### config.mk
export PLATFORM = sky130hd
export DESIGN_NAME = pcr_clock_core
export DESIGN_NICKNAME = d
export VERILOG_FILES = /design/src/rtl/pcr_pkg.sv /design/src/rtl/pcr_counter.sv /design/src/rtl/pcr_compare.sv /design/src/rtl/pcr_tick.sv /design/src/rtl/pcr_clock_core.sv
export SDC_FILE = /design/constraint.sdc
export NUM_CORES = 1
export LEC_CHECK = 0
export ABC_AREA = 1
export BUFFER_PORTS_ARGS = -buffer_cell sky130_fd_sc_hd__buf_2
export CAP_MARGIN = 20
export CORE_UTILIZATION = 55
export CTS_BUF_LIST = sky130_fd_sc_hd__clkbuf_2 sky130_fd_sc_hd__clkbuf_4 sky130_fd_sc_hd__clkbuf_8
export CTS_CLUSTER_SIZE = 25
export DETAILED_ROUTE_END_ITERATION = 10
export GPL_TIMING_DRIVEN = 0
export PLACE_DENSITY = 0.73
export SLEW_MARGIN = 5
export SYNTH_ARGS = -nofsm -noshare
export SYNTH_HDL_FRONTEND = slang
export SYNTH_SLANG_ARGS = --single-unit
### constraint.sdc
create_clock -name clk -period 2.1 [get_ports clk]
set_clock_uncertainty 0.05 [all_clocks]
set_input_delay 0 -clock clk [delete_from_list [all_inputs] [get_ports clk]]
set_output_delay 0 -clock clk [all_outputs]
set_load 0.005 [all_outputs]
### src/rtl/pcr_pkg.sv
package pcr_pkg;
  typedef enum logic [2:0] {
    SEL_SEED_LO = 3'd0,
    SEL_SEED_HI = 3'd1,
    SEL_CMP_LO  = 3'd2,
    SEL_CMP_HI  = 3'd3,
    SEL_MASK_LO = 3'd4,
    SEL_MASK_HI = 3'd5,
    SEL_TICK    = 3'd6
  } pcr_sel_e;
endpackage

### src/rtl/pcr_counter.sv
module pcr_counter #(
  parameter int EXT_MOD = 300,
  parameter int EXT_W   = 9,
  parameter int BASE_W  = 33
) (
  input  logic              clk,
  input  logic              rst,
  input  logic              run_en,
  input  logic              tick_en,
  input  logic              src_ext,
  input  logic              ext_strobe,
  input  logic              load,
  input  logic [BASE_W-1:0] load_base,
  input  logic [EXT_W-1:0]  load_ext,
  output logic [BASE_W-1:0] base_q,
  output logic [EXT_W-1:0]  ext_q,
  output logic              base_step
);
  logic ext_go;
  logic ext_wrap;

  assign ext_go    = run_en & tick_en & ~load;
  assign ext_wrap  = ext_go & (ext_q == EXT_W'(EXT_MOD - 1));
  assign base_step = src_ext ? (run_en & ext_strobe & ~load) : ext_wrap;

  always_ff @(posedge clk) begin
    if (rst) begin
      ext_q  <= '0;
      base_q <= '0;
    end else if (load) begin
      ext_q  <= load_ext;
      base_q <= load_base;
    end else begin
      if (ext_go)    ext_q  <= ext_wrap ? '0 : ext_q + 1'b1;
      if (base_step) base_q <= base_q + 1'b1;
    end
  end
endmodule

### src/rtl/pcr_compare.sv
module pcr_compare #(
  parameter int BASE_W = 33,
  parameter int DATA_W = 32
) (
  input  logic              clk,
  input  logic              rst,
  input  logic [BASE_W-1:0] base,
  input  logic              cmp_wr_lo,
  input  logic              cmp_wr_hi,
  input  logic              msk_wr_lo,
  input  logic              msk_wr_hi,
  input  logic [DATA_W-1:0] wr_data,
  output logic              irq
);
  localparam int HI_W = BASE_W - DATA_W;

  logic [BASE_W-1:0] cmp_q;
  logic [BASE_W-1:0] msk_q;
  logic [BASE_W-1:0] bit_ok;
  logic              hit;
  logic              hit_q;

  for (genvar i = 0; i < BASE_W; i++) begin : g_bit
    assign bit_ok[i] = msk_q[i] | (base[i] == cmp_q[i]);
  end
  assign hit = &bit_ok;

  always_ff @(posedge clk) begin
    if (rst) begin
      cmp_q <= '0;
      msk_q <= '0;
      hit_q <= 1'b1;
      irq   <= 1'b0;
    end else begin
      if (cmp_wr_lo) cmp_q[DATA_W-1:0]      <= wr_data;
      if (cmp_wr_hi) cmp_q[BASE_W-1:DATA_W] <= wr_data[HI_W-1:0];
      if (msk_wr_lo) msk_q[DATA_W-1:0]      <= wr_data;
      if (msk_wr_hi) msk_q[BASE_W-1:DATA_W] <= wr_data[HI_W-1:0];
      hit_q <= hit;
      irq   <= hit & ~hit_q;
    end
  end
endmodule

### src/rtl/pcr_tick.sv
module pcr_tick #(
  parameter int TICK_W = 16
) (
  input  logic              clk,
  input  logic              rst,
  input  logic              per_wr,
  input  logic [TICK_W-1:0] per_data,
  input  logic              step,
  output logic              irq
);
  logic [TICK_W-1:0] per_q;
  logic [TICK_W-1:0] cnt_q;

  always_ff @(posedge clk) begin
    if (rst) begin
      per_q <= '0;
      cnt_q <= '0;
      irq   <= 1'b0;
    end else if (per_wr) begin
      per_q <= per_data;
      cnt_q <= '0;
      irq   <= 1'b0;
    end else if (step && per_q != '0) begin
      if (cnt_q == per_q - 1'b1) begin
        cnt_q <= '0;
        irq   <= 1'b1;
      end else begin
        cnt_q <= cnt_q + 1'b1;
        irq   <= 1'b0;
      end
    end else begin
      irq <= 1'b0;
    end
  end
endmodule

### src/rtl/pcr_clock_core.sv
module pcr_clock_core #(
  parameter int EXT_MOD = 300,
  parameter int BASE_W  = 33,
  parameter int DATA_W  = 32,
  parameter int TICK_W  = 16
) (
  input  logic                           clk,
  input  logic                           rst,
  input  logic                           run_en,
  input  logic                           tick_en,
  input  logic                           src_ext,
  input  logic                           ext_strobe,
  input  logic                           wr_en,
  input  logic [2:0]                     wr_sel,
  input  logic [DATA_W-1:0]              wr_data,
  output logic [BASE_W+$clog2(EXT_MOD)-1:0] pcr_value,
  output logic                           cmp_irq,
  output logic                           tick_irq
);
  import pcr_pkg::*;

  localparam int EXT_W = $clog2(EXT_MOD);
  localparam int HI_W  = BASE_W - DATA_W;

  logic [DATA_W-1:0] seed_lo_q;
  logic [BASE_W-1:0] base_q;
  logic [EXT_W-1:0]  ext_q;
  logic              base_step;
  logic              load;

  assign load = wr_en && (wr_sel == SEL_SEED_HI);

  always_ff @(posedge clk) begin
    if (rst)                                   seed_lo_q <= '0;
    else if (wr_en && wr_sel == SEL_SEED_LO)   seed_lo_q <= wr_data;
  end

  pcr_counter #(.EXT_MOD(EXT_MOD), .EXT_W(EXT_W), .BASE_W(BASE_W)) u_cnt (
    .clk        (clk),
    .rst        (rst),
    .run_en     (run_en),
    .tick_en    (tick_en),
    .src_ext    (src_ext),
    .ext_strobe (ext_strobe),
    .load       (load),
    .load_base  ({wr_data[HI_W-1:0], seed_lo_q}),
    .load_ext   (wr_data[HI_W +: EXT_W]),
    .base_q     (base_q),
    .ext_q      (ext_q),
    .base_step  (base_step)
  );

  pcr_compare #(.BASE_W(BASE_W), .DATA_W(DATA_W)) u_cmp (
    .clk       (clk),
    .rst       (rst),
    .base      (base_q),
    .cmp_wr_lo (wr_en && wr_sel == SEL_CMP_LO),
    .cmp_wr_hi (wr_en && wr_sel == SEL_CMP_HI),
    .msk_wr_lo (wr_en && wr_sel == SEL_MASK_LO),
    .msk_wr_hi (wr_en && wr_sel == SEL_MASK_HI),
    .wr_data   (wr_data),
    .irq       (cmp_irq)
  );

  pcr_tick #(.TICK_W(TICK_W)) u_tick (
    .clk      (clk),
    .rst      (rst),
    .per_wr   (wr_en && wr_sel == SEL_TICK),
    .per_data (wr_data[TICK_W-1:0]),
    .step     (base_step),
    .irq      (tick_irq)
  );

  assign pcr_value = {base_q, ext_q};
endmodule

# Yosys cells after proc, flatten, opt, wreduce, memory -nomap -nowiden
# Index checks and enable logic that the tools add are counted.
# word_totals
regBits,175
latch_bits,0
ram_bits,0
romBits,0
input_bits,42
output_inout_bits,44
word_cells,122
n_memories,0
# op_classes
n_addsub,4
mul,0
div,0
magnitude_cmp,0
eq_ne,41
shifts,0
muxes,8
bitwise,42
n_reduce_logical,15
# ops
operator,n
$mux 33,2
$add 33x1->33 const B,1
$eq 1x1->1,33
$or 1x1->1,33
$reduce_and 33->1,1
$mux 9,3
$add 16x1->16 const B,1
$eq 16x16->1,1
$mux 16,1
$reduce_bool 16->1,1
$sub 16x1->16 const B,1
$add 9x1->9 const B,1
$eq 3x3->1 const B,3
$eq 9x9->1 const B,1
$logic_and 1x1->1,8
$and 1x1->1,6
$eq 3x2->1 const B,2
$reduce_bool 2->1,2
$eq 3x1->1 const B,1
$logic_not 3->1,1
$not 1->1,3
$reduce_or 3->1,1
$mux 1,2
$reduce_or 2->1,1

# Logic depth before layout (Yosys ltp)
# Gate-level depths: netlist of the first run.
# depth
ltp_word,9
ltp_mapped,15
ltp_nobuf,14

# Hierarchy
# From an unflattened synthesis of the first run, not the netlist that was laid out.
# hier_totals
hier_cells,1538
hier_area_um2,9860.7
# by_module_without_submodules
mod,instances,cells_each,area_per_inst_um2,seq_area_each_um2
pcr_counter,1,531,3148.0,840.8
pcr_compare,1,443,2976.6,1361.3
pcr_tick,1,340,2210.9,660.6
pcr_clock_core,1,224,1525.2,640.6

# Least setup slack after synthesis of the first run
# No wires, ideal clock.
# synth_timing
path_kind,flip-flop to flip-flop
start,register u_tick.per_q[0]
end,register u_tick.cnt_q[11]
setup_time_ns,0.117
arrival_time_ns,1.714
t_required_ns,1.933
slack_ns,0.220
stages_incl_launch_ff,16
n_path_buf,1
period_less_slack_ns,1.880
path_cell_list,dfxtp_1 inv_1 ha_1 nand2_1 inv_1 nor2_1 nand2_1 nor2_1 nand2_1 nor2_1 nand2_1 nor2_4 nand4_4 nand2_4 buf_12 nor2_2
# synth_between
elab_chain_cells,3
elab_cells_between_ends,5
cone_classes,add/sub (1); eq/ne (1); mux (1); reduce/logical (2)
# synth_rtl
item,line,source
"start, declared",pcr_tick.sv:11,logic [TICK_W-1:0] per_q;
"start signal, assigned",pcr_tick.sv:20,per_q <= per_data;
$sub 16x1->16,pcr_tick.sv:24,if (cnt_q == per_q - 1'b1) begin
$eq 16x16->1,pcr_tick.sv:24,
$mux 16,pcr_tick.sv:24,
"end signal, assigned",pcr_tick.sv:28,cnt_q <= cnt_q + 1'b1;
"end, declared",pcr_tick.sv:12,logic [TICK_W-1:0] cnt_q;
# Parallel ways exist; a longest one is shown, timed or not.
# A chain may end at the register's enable or synchronous reset.

# Worst setup path after layout of the first run
# layout_timing
start,input wr_sel[0]
end,register u_cnt.base_q[1]
# layout_between
elab_chain_cells,7
elab_cells_between_ends,9
cone_classes,eq/ne (1); mux (2); bitwise (4); reduce/logical (2)
# layout_rtl
item,line,source
"start, declared",pcr_clock_core.sv:14,"input logic [2:0] wr_sel,"
$eq 3x1->1 (*),pcr_clock_core.sv:31,assign load = wr_en && (wr_sel == SEL_SEED_HI);
$logic_and 1x1->1 (*),pcr_clock_core.sv:31,
$not 1->1,"pcr_counter.sv:22, pcr_counter.sv:24",
$and 1x1->1,pcr_counter.sv:22,assign ext_go = run_en & tick_en & ~load;
$and 1x1->1,pcr_counter.sv:23,assign ext_wrap = ext_go & (ext_q == EXT_W'(EXT_MOD - 1));
$mux 1,pcr_counter.sv:24,assign base_step = src_ext ? (run_en & ext_strobe & ~load) : ext_wrap;
$reduce_bool 2->1 (no line),n/a,
"end signal, assigned",pcr_counter.sv:32,base_q <= load_base;
"end signal, assigned",pcr_counter.sv:35,if (base_step) base_q <= base_q + 1'b1;
"end, declared",pcr_counter.sv:15,"output logic [BASE_W-1:0] base_q,"
# Every way passes the cells marked *; elsewhere a longest branch is shown, timed or not.

==> results of run 1 <==
critical path, stage by stage:
cell and delay [ns]:
buf_2 0.10, dlygate4sd3_1 0.61, nand2_1 0.09, nor2_1 0.36, buf_2 0.42, clkbuf_1 0.52, nand2_1 0.13, a31oi_1 0.19
report_power, final:
group	leakage (uW)	internal [uW]	switching, uW
registers	0.00142	3410	62.6
clock network	0.000216	1290	1270
logic	0.00289	323	560
cells in the mapped netlist (all sizes together):
master   instances  area (um2)
and3             1        6.26
o21bai           2        26.3
a21o             2        15.0
nand2          242         931
o211ai           5        37.5
a31oi           19         119
o22ai           11        68.8
nand4           15         115
nand3           52         275
buf              7        56.3
clkbuf          44         166
inv            152         571
o2111ai          2        17.5
o21ai          152         761
or2              2        12.5
o221ai           2        17.5
clkinv           3        11.3
dfxtp          175        3500
nor2           255        1040
mux2i            1        10.0
nor3            28         150
xor2            36         315
ha               4        50.1
nor3b            2        15.0
a21oi           88         440
nand3b           6        45.0
xnor2           20         175
through the flow:
stage / instances / hold slack (ns) / power (uW) / utilization (%)
after floorplan: 1328 / 0.0849 / 4020 / -
after global placement: 1628 / 0.201 / 4290 / 60.7
after detailed placement: 1628 / 0.207 / 4300 / 60.7
after CTS: 1701 / 0.0171 / 6860 / 66.1
after global routing: 1711 / 0.0518 / 7150 / 67.6
final: 1711 / 0.0182 / 6920 / 67.6
per-layer routing:
| metal | global-route usage (%) | up-vias | wire length, um |
|---|---|---|---|
| li1 | - | 4594 | - |
| met1 | 46.8 | 4344 | 12700 |
| met2 | 57.5 | 376 | 13500 |
| met3 | 5.70 | 43 | 2140 |
| met4 | 11.6 | 0 | 605 |
| met5 | 0 | - | 0 |
cell usage in the layout (no fill, tap or decap), types with 36 or more instances in the layout:
cell type	synthesis	final
nand2_1	237	234
nor2_1	232	228
dfxtp_1	175	164
o21ai_0	151	150
inv_1	150	145
a21oi_1	88	88
buf_2	5	87
nand3_1	49	48
clkbuf_1	43	43
dlygate4sd3_1	0	40
xor2_1	36	36
cell type report:
class / count / area [um2] / area share [%]
inverters: 155 / 592 / 5.51
well taps: 216 / 270 / 2.52
flip-flops and latches: 175 / 3520 / 32.8
clock buffers: 22 / 290 / 2.70
multi-input cells: 947 / 4760 / 44.3
clock inverters: 9 / 130 / 1.21
plain buffers: 51 / 235 / 2.19
repair buffers: 136 / 941 / 8.76
flip-flops by register name (all words and copies together) (netlist names):
name,cells
u_tick.cnt_q,16
seed_lo_q,32
u_tick.per_q,16
u_cmp.msk_q,33
u_cmp.hit_q,1
u_cnt.ext_q,9
u_cmp.cmp_q,33
u_cnt.base_q,33
u_cmp.irq,1
u_tick.irq,1
kinds of logic after synthesis:
| logic type | count (synthesis) |
|---|---|
| simple gates | 603 |
| compound gates | 283 |
| buf+inv | 206 |
| flops | 175 |
| xor+xnor | 56 |
| fa+ha+maj | 4 |
| mux | 1 |
timing repair:
item	in CTS	in global routing
endpoints found under the hold margin	124	0
hold buffers	40	0
buffers inserted	2	9
pin swaps	2	8
resized for setup	7	43
setup endpoints to repair	32	42
cloned	0	1
worst min path at each step:
stage                           end  slack (ns)  depth (start not counted)
floorplan           u_cmp.cmp_q[11]        0.08                          2
global placement    u_cmp.msk_q[26]        0.20                          3
detailed placement  u_cmp.msk_q[26]        0.21                          3
CTS                  u_cnt.ext_q[0]        0.02                          6
global route              u_cmp.irq        0.05                          3
finish               u_cnt.ext_q[0]        0.02                          6
==> metrics.md, run 1 <==
| Metric | Value |
|---|---|
| Post-DP HPWL | `between 20000 and 25000 um` |
| Largest family of logic cells by synthesized area | `simple AND/OR/NAND/NOR gates` |
| Clk slew on worst S/H paths | `~0.090 ns` |
| Mux contribution to synthesized area | `0.112%` |
| Final period utilization | `between 90% and 100%` |
| Pin count of the biggest net entering global routing | `17` |
| # DRC | `0` |
| End of the critical path | `u_cnt.base_q[1]` |
| Mapped Area | `roughly 9000 um2` |
| Drt initial violations | `977` |
| Worst vdd ir | `0.422 mV` |
| Max-cap violations | `0` |
| Final Max Tran Viols | `0` |
| Yosys warnings | `0` |
| Initial DRT Pass Iterations | `9` |
| Worst EP required | `2.46 ns` |
| First-pass GRT wire length | `around 44000 um` |
| Flop2flop setup slack | `0.05 ns` |
| # H-tree levels | `4` |
| Total grt overflow | `0` |
| Layout cell share with drive strength beyond 1 | `13.8%` |
| Fin nets | `between 1500 and 2000` |
| Hold Crit Class | `in -> reg` |
| Vias in the first global route | `8222` |
| Reg2reg start | `u_cnt.ext_q[1]` |
| Pwr/cell area | `roughly 640 nW/um2` |
| Initial antenna violation count | `0` |
| Worst slack, placed | `-0.181 ns` |
| Synthesized-area fraction occupied by and/or/nand/nor cells | `29.0%` |
| Crit Path Category | `in -> reg` |
| CTS tree | `yes` |
| Fin worst setup slack | `0.0426 ns` |
| Core Footprint | `15900 um2` |
| Adder-cell area share of the yosys netlist | `0.559%` |
| Input/output buffers | `84` |
| Total track usage | `between 30% and 40%` |
| Synth cell types | `a little over 40` |
| Final setup fails | `0` |
| Starting Density | `56.4%` |
| CTS Buffer Depth | `2` |
| Setup TNS | `0 ns` |
| Slew headroom | `32.8%` |
| FF-to-FF End | `u_tick.cnt_q[7]` |
| Compound-Gate Fraction of Synth Area | `16.8%` |
| Worst setup path startpoint | `wr_sel[0]` |
| Min Tclk post-route | `2.06 ns` |
| RSZ-0062 raised after global routing | `true` |
| Min-delay src | `run_en` |
| Routability cong. | `between 1 and 1.5` |
| Worst-Skew Late Latency | `between 0.4 and 0.5 ns` |
| Post-Syn Nets | `1374` |
| Placed cell area | `9650 um2` |
| Area Growth Syn to Fin | `19.9%` |
| DIE AREA | `16800 um2` |
| Critical Path End Type | `register` |
| Fmax | `486 MHz` |
| Lkg Pwr | `roughly 0.0045 uW` |
| Filler cell count | `1500` |
| Number of diodes | `0` |
| Clock sinks | `175` |
| Die W | `130 um` |
| Die height | `around 130 um` |
| IO Count | `86` |
| Clk Tree Root Cell | `clkbuf_8` |
| Reg2Reg Depth | `12` |
| Status | `finished clean` |
| #FFs+latches synth | `175` |
| Fraction of synthesized cell area in xor and xnor cells | `5.48%` |
| Rows | `46` |
| ANT nets after route | `0` |
| Critical Path AT | `2.42 ns` |
| Via count | `9357` |
| Syn Inst Count | `approximately 1300` |
| Post-Layout Inst Area | `10700 um2` |
| Mapped Avg Cell Area | `approximately 6.7 um2` |
| Final count of hold timing violations | `0` |
| Clock buffer count from CTS | `17` |
| Startpoint Class | `input port` |
| Sequential cell area fraction in the yosys report | `between 30 and 40%` |
| Crit-path max FO | `10` |
| Worst Max-Slew Pin Slew | `1.00 ns` |
| Routed len/inst | `16.9 um` |
| Vias per inst | `5.47` |
| Total Wirelength | `29000 um` |
No activity file was read; power rests on OpenSTA's default activity.
==> run 2: changes to the inputs <==
--- a/config.mk
+++ b/config.mk
@@ -10,11 +10,12 @@
 export CAP_MARGIN = 20
 export CORE_UTILIZATION = 55
 export CTS_BUF_LIST = sky130_fd_sc_hd__clkbuf_2 sky130_fd_sc_hd__clkbuf_4 sky130_fd_sc_hd__clkbuf_8
-export CTS_CLUSTER_SIZE = 25
+export CTS_CLUSTER_SIZE = 10
 export DETAILED_ROUTE_END_ITERATION = 10
 export GPL_TIMING_DRIVEN = 0
-export PLACE_DENSITY = 0.73
+export PLACE_DENSITY = 0.72
 export SLEW_MARGIN = 5
 export SYNTH_ARGS = -nofsm -noshare
 export SYNTH_HDL_FRONTEND = slang
+export SYNTH_HIERARCHICAL = 1
 export SYNTH_SLANG_ARGS = --single-unit
==> run 2 against run 1 <==
Net effect:
- via count up 9.0%
- largest cell class unchanged
- non-clock buffer count increased by 16
- clock power increased by 5%
- area after synthesis rose by 10%
- critical path type is now reg -> reg
- maximum frequency grew 0.71%
==> metrics.md, run 2 <==
| Metric | Value |
|---|---|
| CP max stage cell | `dfxtp_4` |
| Pwr/cell area | `605 nW/um2` |
| First-pass GRT wire length | `about 45000 um` |
| Final count of hold timing violations | `0` |
| Startpoint Class | `register` |
| Mapped Area | `9860 um2` |
| Sequential cell area fraction in the yosys report | `a little over a third` |
| Rows | `between 40 and 50` |
| Fin nets | `between 1500 and 2000` |
| Total grt overflow | `0` |
| Fmax | `between 400 and 500 MHz` |
| Vias in the first global route | `8926` |
| Post-synth top area cell | `dfxtp_1` |
| Yosys warnings | `6` |
| Drt initial violations | `978` |
| Synth Flop Type | `dfxtp_1` |
| Internal | `5140 uW` |
| Routed len/inst | `15.5 um` |
| Final setup fails | `0` |
| Lkg Pwr | `between 0.005 and 0.006 uW` |
| Number of diodes | `0` |
| Worst-Skew Late Latency | `0.46 ns` |
| Post-Syn Nets | `between 1500 and 2000` |
| Total track usage | `32.4%` |
| Area Growth Syn to Fin | `18.5%` |
| CP peak stage delay | `0.37 ns` |
| Placed insts | `1848` |
| Fin worst setup slack | `approximately 0.057 ns` |
| Most common cell in the netlist | `nand2_1` |
| Synth cell count leaders | `nand2_1, nor2_1, inv_1` |
| Status | `finished clean` |
| #FFs+latches synth | `175` |
| Slew headroom | `57.5%` |
| Via count | `10200` |
| CP Cell Sequence | `ha_4 -> nand3_4 -> nor2_4 -> nand3_4 -> nand2_8 -> nand2_8 -> inv_4 -> nand2_1 -> nor2_2 -> nand3_2 -> nor2_4 -> bufbuf_16 -> nor3_2` |
| Die W | `136 um` |
| Combinational fraction of design power | `12.6%` |
| Worst vdd ir | `0.582 mV` |
| Reg2Reg Depth | `13` |
| Max-cap violations | `0` |
| Total Wirelength | `30000 um` |
| # H-tree levels | `4` |
| Mapped Avg Cell Area | `6.41 um2` |
| Flop2flop setup slack | `0.06 ns` |
| Clock buffer count from CTS | `17` |
| Buf+Inv Stages, Crit Path | `2` |
| Register share of total power | `49.2%` |
| Clk slew on worst S/H paths | `0.09 ns` |
| # DRC | `0` |
| Worst setup path startpoint | `u_cnt/ext_q[0]` |
| CTS Buffer Depth | `2` |
| Top cell type's share of synthesized area | `roughly 36%` |
| Synth async-reset ratio | `0%` |
| Crit Path Category | `reg -> reg` |
| Final Max Tran Viols | `0` |
| ANT nets after route | `0` |
| Synth top area cells | `dfxtp_1, nand2_1, nor2_1` |
| Reg2reg start | `u_cnt/ext_q[0]` |
| WHS Endpoint | `seed_lo_q[17]` |
| Die height | `136 um` |
| Critical Path AT | `2.35 ns` |
| Vias per inst | `5.26` |
| Syn Inst Count | `1538` |
| Initial antenna violation count | `0` |
| Crit-path max FO | `8` |
| Most common cell after layout, fill and taps aside | `nand2_1` |
| Final period utilization | `a little over nine tenths` |
| Hold Crit Class | `in -> reg` |
| Initial DRT Pass Iterations | `7` |
| Clk Tree Root Cell | `clkbuf_8` |
| DIE AREA | `roughly 18000 um2` |
| Synth cell types | `41` |
| Sw Share | `27.2%` |
| Pin count of the biggest net entering global routing | `17` |
| Worst slack, placed | `-0.504 ns` |
| Core Footprint | `17400 um2` |
| IO Count | `86` |
| Min Tclk post-route | `2.04 ns` |
| Worst EP required | `2.40 ns` |
| EDFF count, synth | `0` |
| FF-to-FF End | `u_tick/cnt_q[5]` |
| Routability cong. | `roughly 0.89` |
| Critical Path End Type | `register` |
| Input/output buffers | `85` |
| Worst Max-Slew Pin Slew | `0.638 ns` |
| Filler cell count | `between 1500 and 2000` |
| CTS tree | `yes` |
| Biggest regs | `u_cmp/cmp_q (33), u_cmp/msk_q (33), u_cnt/base_q (33)` |
| Layout cell share with drive strength beyond 1 | `13.9%` |
| Starting Density | `between 50% and 60%` |
| Min-delay src | `wr_sel[2]` |
| Clock Power Share | `38.2%` |
| Most frequent cells in the layout | `nand2_1, nor2_1, inv_1` |
| Post-DP HPWL | `around 22000 um` |
| Psw | `1920 uW` |
| Hold Path Depth | `6` |
| Cell family with most CP delay | `simple AND/OR/NAND/NOR gates` |
| Post-Layout Cell Count | `1938` |
| Clock sinks | `175` |
## run 2: worst max-delay path by stage
stage / slack [ns] / end / cells after the start
after floorplan: 0.0006 / u_tick/cnt_q[0] / 14
after global placement: -0.51 / u_tick/cnt_q[7] / 21
after detailed placement: -0.50 / u_tick/cnt_q[2] / 21
after CTS: 0.003 / u_tick/cnt_q[14] / 14
after global routing: -0.03 / u_tick/cnt_q[8] / 13
final: 0.06 / u_tick/cnt_q[5] / 13
## run 2: per-layer routing
| metal | GRT usage, % | vias to the layer above | part of all wire [%] |
|---|---|---|---|
| li1 | - | 5189 | - |
| met1 | 42.8 | 4577 | 44 |
| met2 | 52.5 | 378 | 46 |
| met3 | 6.38 | 51 | 7.5 |
| met4 | 11.8 | 0 | 2.7 |
| met5 | 0 | - | 0 |
## run 2: timing repair
action / CTS / global route
cloned: 1 / 0
hold buffers: 46 / 0
pin swaps: 3 / 4
endpoints found under the setup margin: 17 / 21
endpoints found under the hold margin: 124 / 0
buffers inserted: 8 / 4
gates resized for setup: 10 / 16
## run 2: stage by stage
step | setup TNS (ns) | hold slack (ns) | utilization [%] | cell area [um2] | total power (uW)
2_1_floorplan | 0 | 0.0120 | - | 9870 | 4080
3_3_place_gp | -7.22 | 0.210 | 60.8 | 10600 | 4330
3_5_place_dp | -7.07 | 0.215 | 60.8 | 10600 | 4340
4_1_cts | 0 | 0.000537 | 66.7 | 11600 | 7070
5_1_grt | -0.137 | 0.0408 | 67.1 | 11700 | 7350
6_report | 0 | 0.0304 | 67.1 | 11700 | 7070
## run 2: worst min-delay path: stages
cell and delay, ns:
buf_2 0.09, nor2_2 0.05, buf_4 0.16, nand3_1 0.08, nand2_1 0.05, nor2_1 0.07
## run 2: cells by family after synthesis
logic type / count (synthesis) / synth area share, %
simple gates: 849 / 38.4
buf+inv: 268 / 11.7
compound gates: 219 / 11.7
flops: 175 / 35.5
xor+xnor: 22 / 2.09
fa+ha+maj: 4 / 0.508
mux: 1 / 0.102
## run 2: cell type report
| cell class | instances | area (um2) | share of cell area, % |
|---|---|---|---|
| clock inverter | 11 | 176 | 1.51 |
| inverter | 208 | 791 | 6.77 |
| tap | 225 | 282 | 2.41 |
| buffer | 59 | 355 | 3.04 |
| sequential | 175 | 3520 | 30.1 |
| multi-input combinational | 1095 | 5270 | 45.1 |
| timing repair buffer | 144 | 1010 | 8.66 |
| clock buffer | 21 | 277 | 2.37 |
## run 2: power by group through the flow
| stage | Sequential [uW] | Combinational, uW | Clock [uW] |
|---|---|---|---|
| 4_1_cts | 3470 | 867 | 2730 |
| 5_1_grt | 3490 | 985 | 2880 |
| 2_1_floorplan | 3530 | 546 | 0 |
| 6_report | 3480 | 892 | 2700 |
| 3_3_place_gp | 3550 | 776 | 0 |
| 3_5_place_dp | 3550 | 788 | 0 |
==> run 3: changes to the inputs <==
--- a/config.mk
+++ b/config.mk
@@ -8,8 +8,9 @@
 export ABC_AREA = 1
 export BUFFER_PORTS_ARGS = -buffer_cell sky130_fd_sc_hd__buf_2
 export CAP_MARGIN = 20
+export CORE_ASPECT_RATIO = 0.8
 export CORE_UTILIZATION = 55
-export CTS_BUF_LIST = sky130_fd_sc_hd__clkbuf_2 sky130_fd_sc_hd__clkbuf_4 sky130_fd_sc_hd__clkbuf_8
+export CTS_BUF_LIST = sky130_fd_sc_hd__clkbuf_16
 export CTS_CLUSTER_SIZE = 10
 export DETAILED_ROUTE_END_ITERATION = 10
 export GPL_TIMING_DRIVEN = 0
==> run 3 against run 2 <==
Net effect:
- core utilization rose by 0.54 points
- maximum frequency fell by 1.5%
- non-clock buffer count fell by 8
- combinational power rose by 2%
- hold slack got worse by 0.0049 ns
- die area barely moved
- critical path depth did not move
- count of clock-buffer cells in the layout fell by 4
- global-route usage rose by 2.0 points
- first-iteration DRC count rose by 12%
==> metrics.md, run 3 (same netlist as run 2, synthesis figures left out) <==
| Metric | Value |
|---|---|
| Placed insts | `1848` |
| Hold Crit Class | `in -> reg` |
| Clock sinks | `175` |
| Number of diodes | `0` |
| Placed cell area | `10600 um2` |
| Filler cell count | `1619` |
| Pin count of the biggest net entering global routing | `17` |
| # DRC | `0` |
| Clock Power Share | `roughly two fifths` |
| Fin nets | `between 1500 and 2000` |
| Drt initial violations | `1095` |
| Worst EP required | `between 2 and 2.5 ns` |
| Clk Tree Root Cell | `clkbuf_16` |
| Gr busiest metal | `met1` |
| Initial antenna violation count | `1` |
| Crit-path max FO | `5` |
| Most common cell after layout, fill and taps aside | `nand2_1` |
| Post-Layout Cell Count | `1930` |
| Die height | `122 um` |
| Worst vdd ir | `0.530 mV` |
| CTS tree | `yes` |
| Startpoint Class | `register` |
| Final setup fails | `0` |
| Starting Density | `56.6%` |
| Most frequent cells in the layout | `nand2_1, nor2_1, inv_1` |
| Worst slack, placed | `-0.583 ns` |
| Layout cell share with drive strength beyond 1 | `14.1%` |
| Sequential Area | `roughly 3500 um2` |
| Internal | `5480 uW` |
| Crit Path Category | `reg -> reg` |
| Die W | `roughly 150 um` |
| Vias in the first global route | `9269` |
| Total track usage | `roughly a third` |
| Biggest regs | `u_cmp/cmp_q (33), u_cmp/msk_q (33), u_cnt/base_q (33)` |
| Sw Share | `27.2%` |
| Multi-input combinational cell area | `5330 um2` |
| Post-layout util | `67.6%` |
| ANT nets after route | `0` |
| Status | `finished clean` |
| M3 GR Usage | `5.77%` |
| Pwr/cell area | `639 nW/um2` |
| Post-Layout Inst Area | `11800 um2` |
| Register share of total power | `46.2%` |
| # H-tree levels | `4` |
| Vias per inst | `~5.4` |
| Worst-Skew Late Latency | `0.43 ns` |
| Combinational fraction of design power | `about an eighth` |
| Via count | `10500` |
| Final period utilization | `98.8%` |
| Lkg Pwr | `0.00517 uW` |
| Final count of hold timing violations | `0` |
| Routed len/inst | `16.3 um` |
| Worst Max-Slew Pin Slew | `around 0.64 ns` |
| Area Growth Syn to Fin | `19.6%` |
| Total grt overflow | `0` |
| Max-cap violations | `0` |
| Global routing usage on met2 | `roughly half` |
| Critical Path AT | `2.34 ns` |
| Final Max Tran Viols | `0` |
| DIE AREA | `roughly 18000 um2` |
| Fmax | `482 MHz` |
| Clk slew on worst S/H paths | `~0.070 ns` |
| Psw | `2050 uW` |
| Core Footprint | `approximately 17000 um2` |
| First-pass GRT wire length | `48200 um` |
| CTS Buffer Depth | `2` |
| IO Count | `86` |
| Routability cong. | `between 0.9 and 1` |
| Slew headroom | `between 50% and 60%` |
| Initial DRT Pass Iterations | `7` |
| Input/output buffers | `between 80 and 90` |
| Fin worst setup slack | `0.0259 ns` |
| Min Tclk post-route | `2.07 ns` |
| Post-DP HPWL | `22600 um` |
| Rows | `43` |
| Critical Path End Type | `register` |
| GR Util met1 | `roughly half` |
| Clock buffer count from CTS | `17` |
| Total Wirelength | `roughly 31000 um` |
| RSZ-0062 raised after global routing | `true` |
run 3: area by class of cell:
type	count	share of cell area (%)
clock buffer	17	3.61
sequential	175	29.9
timing repair buffer	136	7.91
multi-input combinational	1095	45.2
buffer	59	3.01
clock inverter	15	1.23
tap	225	2.39
inverter	208	6.77
run 3: worst max-delay path, cell delays in order (launching register included):
cell and delay (ns):
dfxtp_4 0.37, ha_4 0.17, nand3_4 0.08, nor2_4 0.12
nand3_4 0.12, nand2_8 0.13, nand2_8 0.08, inv_6 0.07
nand2_2 0.06, nor2_2 0.11, nand3_2 0.11, nor2_4 0.23
clkbuf_16 0.20, nor3_2 0.04
run 3: power groups by stage:
stage	Combinational, uW	Clock (uW)	Sequential, uW
after floorplan	546	0	3530
after global placement	782	0	3550
after detailed placement	797	0	3560
after CTS	861	3160	3480
after global routing	1000	3290	3490
final	907	3140	3480
run 3: metrics by stage:
stage | setup TNS (ns) | hold slack [ns] | power (uW)
after floorplan | 0 | 0.0120 | 4080
after global placement | -7.83 | 0.209 | 4330
after detailed placement | -8.98 | 0.209 | 4350
after CTS | 0 | 0.0110 | 7500
after global routing | -1.14 | 0.0651 | 7790
final | 0 | 0.0255 | 7530
run 3: metal layers:
layer,up-vias,share of wire [%]
met5,-,0
met4,0,1.3
met3,34,9.4
met2,493,42
met1,4806,47
li1,5176,-
run 3: worst paths after layout:
kind / startpoint / to / cells past startpoint / slack (ns)
max: u_cnt/ext_q[1] / u_tick/cnt_q[7] / 13 / 0.03
min: wr_sel[0] / u_cmp/msk_q[0] / 4 / 0.03
max reg2reg: u_cnt/ext_q[1] / u_tick/cnt_q[7] / 13 / 0.03
min reg2reg: u_cmp/hit_q / u_cmp/irq / 1 / 0.35
run 3: what timing repair did:
action / 4_1_cts / 5_1_grt
endpoints found under the setup margin: 16 / 21
gates resized for setup: 3 / 38
gates cloned: 0 / 1
hold endpoints to repair: 124 / 0
setup buffers: 2 / 7
hold buffers: 41 / 0
pin swaps: 2 / 16
